<file path="src/rtl/fwft_pkg.sv">
package fwft_pkg;
    localparam int DATA_W = 8;
    localparam int DEPTH  = 32;
    localparam int AW     = $clog2(DEPTH);
    localparam int OW     = AW + 1;

    typedef logic [DATA_W-1:0] byte_t;
    typedef logic [AW-1:0]     ptr_t;
    typedef logic [OW-1:0]     occ_t;

    // Decision for one cycle: what is taken, what is turned away
    typedef struct packed {
        logic wr_take;
        logic rd_take;
        logic wr_drop;
        logic rd_drop;
    } xfer_t;

    // Registered one-cycle handshake pulses
    typedef struct packed {
        logic ack;
        logic ovf;
        logic unf;
    } pulse_t;

    function automatic ptr_t ptr_step(ptr_t p);
        return (p == ptr_t'(DEPTH - 1)) ? '0 : ptr_t'(p + 1'b1);
    endfunction
endpackage

</file>
<file path="src/rtl/fwft_store.sv">
module fwft_store
    import fwft_pkg::*;
(
    input  logic  clk,
    input  logic  we,
    input  ptr_t  waddr,
    input  byte_t wdata,
    input  ptr_t  raddr,
    output byte_t rdata
);
    byte_t cells [DEPTH];

    always_ff @(posedge clk) begin
        if (we) cells[waddr] <= wdata;
    end

    // Fall-through: head cell is read combinationally
    assign rdata = cells[raddr];
endmodule

</file>
<file path="src/rtl/fwft_ctrl.sv">
module fwft_ctrl
    import fwft_pkg::*;
(
    input  logic  clk,
    input  logic  rst,
    input  logic  wr_en,
    input  logic  rd_en,
    output xfer_t xf,
    output ptr_t  wptr,
    output ptr_t  rptr,
    output occ_t  occ
);
    logic is_full, is_empty;

    always_comb begin
        is_full    = (occ == occ_t'(DEPTH));
        is_empty   = (occ == '0);
        xf.rd_take = rd_en && !is_empty;
        xf.rd_drop = rd_en && is_empty;
        xf.wr_take = wr_en && !is_full;
        xf.wr_drop = wr_en && is_full;
    end

    always_ff @(posedge clk) begin
        if (rst) begin
            wptr <= '0;
            rptr <= '0;
            occ  <= '0;
        end else begin
            if (xf.wr_take) wptr <= ptr_step(wptr);
            if (xf.rd_take) rptr <= ptr_step(rptr);
            occ <= occ + occ_t'(xf.wr_take) - occ_t'(xf.rd_take);
        end
    end
endmodule

</file>
<file path="src/rtl/fwft_flags.sv">
module fwft_flags
    import fwft_pkg::*;
(
    input  logic   clk,
    input  logic   rst,
    input  xfer_t  xf,
    input  occ_t   occ,
    output pulse_t pulse,
    output logic   lvl_full,
    output logic   lvl_empty,
    output logic   lvl_afull,
    output logic   lvl_aempty
);
    always_ff @(posedge clk) begin
        if (rst) begin
            pulse <= '0;
        end else begin
            pulse.ack <= xf.wr_take;
            pulse.ovf <= xf.wr_drop;
            pulse.unf <= xf.rd_drop;
        end
    end

    always_comb begin
        lvl_full   = (occ == occ_t'(DEPTH));
        lvl_empty  = (occ == '0);
        lvl_afull  = (occ == occ_t'(DEPTH - 1));
        lvl_aempty = (occ == occ_t'(1));
    end
endmodule

</file>
<file path="src/rtl/fwft_fifo.sv">
module fwft_fifo
    import fwft_pkg::*;
(
    input  logic          clk,
    input  logic          rst,
    input  logic [7:0]    wr_data,
    input  logic          wr_en,
    output logic          full,
    output logic          almost_full,
    output logic          wr_ack,
    output logic          overflow,
    output logic [4:0]    wr_count,
    output logic [7:0]    rd_data,
    input  logic          rd_en,
    output logic          empty,
    output logic          almost_empty,
    output logic          rd_valid,
    output logic          underflow,
    output logic [4:0]    rd_count
);
    xfer_t  xf;
    ptr_t   wptr, rptr;
    occ_t   occ;
    pulse_t pulse;
    byte_t  head;

    fwft_ctrl u_ctrl (
        .clk  (clk),
        .rst  (rst),
        .wr_en(wr_en),
        .rd_en(rd_en),
        .xf   (xf),
        .wptr (wptr),
        .rptr (rptr),
        .occ  (occ)
    );

    fwft_store u_store (
        .clk  (clk),
        .we   (xf.wr_take),
        .waddr(wptr),
        .wdata(wr_data),
        .raddr(rptr),
        .rdata(head)
    );

    fwft_flags u_flags (
        .clk       (clk),
        .rst       (rst),
        .xf        (xf),
        .occ       (occ),
        .pulse     (pulse),
        .lvl_full  (full),
        .lvl_empty (empty),
        .lvl_afull (almost_full),
        .lvl_aempty(almost_empty)
    );

    assign rd_data   = head;
    assign rd_valid  = !empty;
    assign wr_ack    = pulse.ack;
    assign overflow  = pulse.ovf;
    assign underflow = pulse.unf;
    assign wr_count  = occ[AW-1:0];
    assign rd_count  = occ[AW-1:0];
endmodule

</file>
<file path="config.mk">
export PLATFORM = sky130hd
export DESIGN_NAME = fwft_fifo
export DESIGN_NICKNAME = d
export VERILOG_FILES = /design/src/rtl/fwft_pkg.sv /design/src/rtl/fwft_store.sv /design/src/rtl/fwft_ctrl.sv /design/src/rtl/fwft_flags.sv /design/src/rtl/fwft_fifo.sv
export SDC_FILE = /design/constraint.sdc
export NUM_CORES = 1
export LEC_CHECK = 0
export BUFFER_PORTS_ARGS = -buffer_cell sky130_fd_sc_hd__buf_2
export CAP_MARGIN = 10
export CORE_ASPECT_RATIO = 0.7
export CORE_MARGIN = 2
export CORE_UTILIZATION = 55
export CTS_BUF_LIST = sky130_fd_sc_hd__clkbuf_8 sky130_fd_sc_hd__clkbuf_16
export DETAILED_ROUTE_END_ITERATION = 7
export GPL_ROUTABILITY_DRIVEN = 1
export GPL_TIMING_DRIVEN = 0
export HOLD_SLACK_MARGIN = 0.15
export PLACE_DENSITY = 0.7
export SYNTH_ARGS = -nofsm -noshare
export SYNTH_HDL_FRONTEND = slang
export SYNTH_SLANG_ARGS = --single-unit
</file>
<file path="constraint.sdc">
create_clock -name clk -period 7.7 [get_ports clk]
set_input_delay 0.385 -clock clk [delete_from_list [all_inputs] [get_ports clk]]
set_output_delay 0.385 -clock clk [all_outputs]
set_load 0.005 [all_outputs]
</file>
== Word-level counts from Yosys, hierarchy flattened ==
Memories as Yosys holds them, arrays and structs flattened. A register that Yosys moved wholly into a read port is not among the register bits.
Index checks and enable logic that the tools add are counted.

* Flip-flop bits (word level): 19
* Bits in writable memories: 256
* Input bits: 12
* Output and inout port bits: 26
* Word-level logic and storage cells: 29
* Memories kept: 1

* Add/sub/neg operators: 4
* Equal/unequal tests: 5
* Multiplexer cells: 6
* Reductions and logical operators: 7

{| class="wikitable"
|+ Memory list
! name !! words !! bits a word !! rd ports !! clocked after Yosys merged registers in !! write ports !! RTL line !! RTL
|-
| u_store.cells || 32 || 8 || 1 || 1 || 1 || fwft_store.sv:11 || <nowiki>byte_t cells [DEPTH];</nowiki>
|}

{| class="wikitable"
|+ Operators by type and width
! kind !! count
|-
| 2-to-1 mux 5 bit || 4
|-
| adder 5 x 1 -> 5 bit (second input constant) || 2
|-
| equality test 5 bit (second input constant) || 2
|-
| adder 6 x 1 -> 6 bit || 1
|-
| equality test 6 x 1 -> 1 bit (second input constant) || 1
|-
| equality test 6 x 5 -> 1 bit (second input constant) || 1
|-
| equality test 6 bit (second input constant) || 1
|-
| zero test 6 bit || 1
|-
| subtractor 6 x 1 -> 6 bit || 1
|-
| logical AND 1 bit || 4
|-
| zero test 1 bit || 2
|-
| 2-to-1 mux 1 bit || 2
|}

== Depth between registers and ports, before layout ==
* Depth in word-level cells: 5
* Gate-level depth with buffers: 14
* Mapped depth without buffers: 13

== By module ==
From an unflattened synthesis, not the netlist that was laid out.

* Cells, all modules: 540
* Area total of the unflattened synthesis: 11030.6 um^2

{| class="wikitable"
|+ Modules (own cells, without submodules)
! module !! times used !! cells an instance !! area each (um^2) !! sequential area each (um^2)
|-
| fwft_store || 1 || 409 || 9893.2 || 7687.4
|-
| fwft_ctrl || 1 || 110 || 957.2 || 320.3
|-
| fwft_flags || 1 || 15 || 138.9 || 60.1
|-
| fwft_fifo || 1 || 6 || 41.3 || 0.0
|}

== Worst setup path before layout ==
Ideal clock, no wire load.

* Path kind: flip-flop to flip-flop
* Start point: register u_ctrl.occ[2]
* End point: register u_ctrl.occ[4]
* Library setup time: 0.132 ns
* Arrival time: 2.314 ns
* Data required time: 7.568 ns
* Slack: 5.254 ns
* Cell stages (with the launch flop): 15
* Path buffers: 1
* Clock period less this slack: 2.446 ns
* Cell sequence: dfxtp_1 > inv_1 > ha_1 > nand4bb_1 > and2_1 > clkbuf_1 > nand2_1 > nand2_1 > ha_1 > inv_1 > fa_1 > nand2b_1 > a21oi_1 > o21a_1 > nor3_1

* Word-level cells in the longest chain between the ends: 5
* Elaborated cells on any way between the ends: 8
* Those cells by class: add/sub: 2; eq/ne: 1; reduce/logical: 5

{| class="wikitable"
|+ RTL lines
! what !! RTL line !! RTL
|-
| start, declared || fwft_ctrl.sv:11 || <nowiki>output occ_t occ</nowiki>
|-
| start signal, assigned || fwft_ctrl.sv:32 || <nowiki>occ <= occ + occ_t'(xf.wr_take) - occ_t'(xf.rd_take);</nowiki>
|-
| equality test 6 bit || fwft_ctrl.sv:16 || <nowiki>is_full = (occ == occ_t'(DEPTH));</nowiki>
|-
| zero test 1 bit || fwft_ctrl.sv:20 || <nowiki>xf.wr_take = wr_en && !is_full;</nowiki>
|-
| logical AND 1 bit || fwft_ctrl.sv:20 ||
|-
| adder 6 x 1 -> 6 bit || fwft_ctrl.sv:32 ||
|-
| subtractor 6 x 1 -> 6 bit * || fwft_ctrl.sv:32 ||
|}

Every way passes the cells marked *; elsewhere a longest branch is shown, timed or not.
A chain may end at the register's enable or synchronous reset.

==> impl_metrics.toml <==
[timing]
period_minus_slack_ns = 3.48
max_slew_margin = 0.157
finalCritPeriodShare = 0.452
drv_slew = 0
skew_ns = 0.00727
setup_viol = 0
hold_viol_final = 0
rsz0062_at_grt = "false"
fmax_mhz = 287
tightest_slew_ns = 1.26
tns_ns = 0

[run]
maxCapViolCount = 0

[cells_and_area]
fill_cells = 1431
design_area_sq_mm = 0.0127
syn_to_final_growth_pct = 11.7
final_nets = 750
final_util = 0.632
multi_input_area_sq_mm = 0.00286
drive_above_1_share = 0.164
fin_cells = 1010
seq_area_sq_mm = 0.00817

[cts]
clkTransAtPathRegs_ns = 0.06
numCtsBuffers = 26
clock-sinks = 280
ctsResizeCount = 0
root_buffer = "clkbuf_16"
htree_levels = 1
clk_latency_ns = 0.52
cts_buffer_depth = 3
cts_tree = "built"

[synth]
netlist_top_cells_count = "edfxtp_1 (256), mux2i_1 (64), nor2_1 (43)"
yosysWarningCount = 0
synthCells = 655
post-synth-top-count-cell = "edfxtp_1"
yosysUniqueCellTypes = 50
synth_nets = 685
seq_area_frac_synth = 0.721
ys.flop_type = "edfxtp_1"
synth_area_leaders = "edfxtp_1 (68%), mux2i_1 (5.7%), dfxtp_1 (4.2%)"
avgSynthCellArea_sq_um = 17.3
synth_largest_area_cell = "edfxtp_1"
async_flop_share = 0
synth_top_area_share = 0.679
synth-seq-cells = 280
netlist_area_sq_mm = 0.0113
synth-edff-count = 256

[global_route]
grt_usage = 0.232
overflow = 0
grt_pass1_vias = 5960
antenna_found_initial = 1
grt_max_degree = 33
grt_first_pass_wirelength_um = 36600

[placed_design]
dp_hpwl_um = 16300
dp.cells = 961
dpl_cell_area_sq_mm = 0.0118
io_buffers = 36
gp_congestion = 0.845

[power_and_ir_drop]
p_leak_nw = 4.12
power_density_mw_per_mm2 = 271
irDropWorstVdd_uv = 146
total_power_mw = 3.43

[status]
outcome = "finished clean"

[route]
vias_per_cell = 6.14
drt_iter0_drc = 725
routed_wl_um = 24500
wire_per_inst_um = 24.3
drt_first_pass_iters = 5
ant_nets = 0
remaining_drc_errors = 0
vias = 6202

[critical_path]
worst_setup_path_end_kind = "output port"
rrSetupSlack_ns = 4.79
rr_worst_depth = 14
required_ns = 7.32
timing_worst_setup_path_type = "flop to output port"
reg2reg_to = "u_ctrl.occ[4]"
crit_buf_inv = 4
cp.arrival_ns = 3.10
crit_family = "buffers and inverters"
r2r_start = "u_ctrl.occ[2]"
crit_top_cell = "buf_2"
cpPeakStageDelay_ns = 0.43
critical_path_peak_fanout = 10
start_kind = "flop"
path_cells = "clkbuf_1 > buf_2 > buf_2 > mux4_2 > a221oi_1 > nand3_1 > buf_2"
cpMaxStageDelayCell = "buf_2"

[floorplanning]
initial_core_util = 0.566
coreArea_sq_mm = 0.0200
chipHeight_um = 124
rows = 43
die_w_um = 176
die-area_sq_mm = 0.0218
io_pins = 38

[hold_path]
hp-start = "rd_en"
hold_end = "u_flags.pulse[0]"
hp-class = "primary input to flop"
worstHoldPathCells = 2
area by class of cell:
type,instances,share of cell area
Antenna cell,1,0.000198
Buffer,43,0.0199
Clock buffer,27,0.0534
Clock inverter,20,0.00929
Inverter,13,0.00386
Multi-Input combinational cell,319,0.226
Sequential cell,280,0.646
Tap cell,270,0.0267
Timing Repair Buffer,37,0.0150
state kept, by name, indices dropped and copies added (netlist names), named ones only:
name	flops
u_ctrl.occ	6
u_ctrl.wptr	5
u_store.cells	256
u_flags.pulse	3
u_ctrl.rptr	5
layout by cell type (no fill, tap or decap), drive strengths merged, types with 2 or more instances in the layout:
cell type	count
and4	2
or4	3
nor2b	3
nor4	2
a221oi	8
or3b	2
nand3	31
or4b	2
inv	17
a22o	8
buf	65
clkbuf	41
and3	5
ha	17
and2	2
o21ai	5
nand2	17
nand4bb	2
nor3	2
clkinv	14
a31oi	3
a22oi	32
or3	2
nand3b	4
mux4	32
edfxtp	256
dfxtp	24
mux2i	64
a21oi	16
nor2	44
stage by stage:
| stage | worst slack [ns] | hold WS (ns) |
|---|---|---|
| 2_1_floorplan | 5.25 | 0.463 |
| 3_3_place_gp | 4.86 | 0.475 |
| 3_5_place_dp | 4.81 | 0.489 |
| 4_1_cts | 4.25 | 0.158 |
| 5_1_grt | 4.18 | 0.181 |
| 6_report | 4.22 | 0.178 |
layer usage:
layer,part of all wire,track usage,vias up
met2,0.44,0.342,286
met5,0,0,-
met4,0.015,0.0444,0
met1,0.45,0.364,3152
li1,-,-,2727
met3,0.095,0.0473,37
power breakdown:
part / total, mW / switching [mW] / internal, mW
Clock: 1.19 / 0.524 / 0.666
Sequential: 1.73 / 0.0321 / 1.70
Combinational: 0.505 / 0.281 / 0.223
logic make-up (layout without fill, tap and decap cells):
family	after synthesis	count (layout)	share of synthesized area
buffers and inverters	56	140	0.0265
and+or+nand+nor	128	128	0.0579
AOI/OAI and AO/OA	75	75	0.0478
other	0	1	0
muxes	96	96	0.125
xor gates and xnor gates	2	2	0.00155
adders and majority gates	18	18	0.0205
DFF	280	280	0.721
worst max-delay path by stage:
stage                          to  slack, ns  cells after the start
floorplan           u_ctrl.occ[4]       5.25                     14
global placement    u_ctrl.occ[4]       4.86                     14
detailed placement  u_ctrl.occ[4]       4.81                     14
CTS                    rd_data[4]       4.25                      7
global route           rd_data[4]       4.18                      7
finish                 rd_data[2]       4.22                      7
repair_timing:
action / in CTS / in global routing
hold endpoints to repair: 1 / 0
hold buffers: 1 / 0
buffers inserted: 0 / 0
No activity file was read; power rests on OpenSTA's default activity.
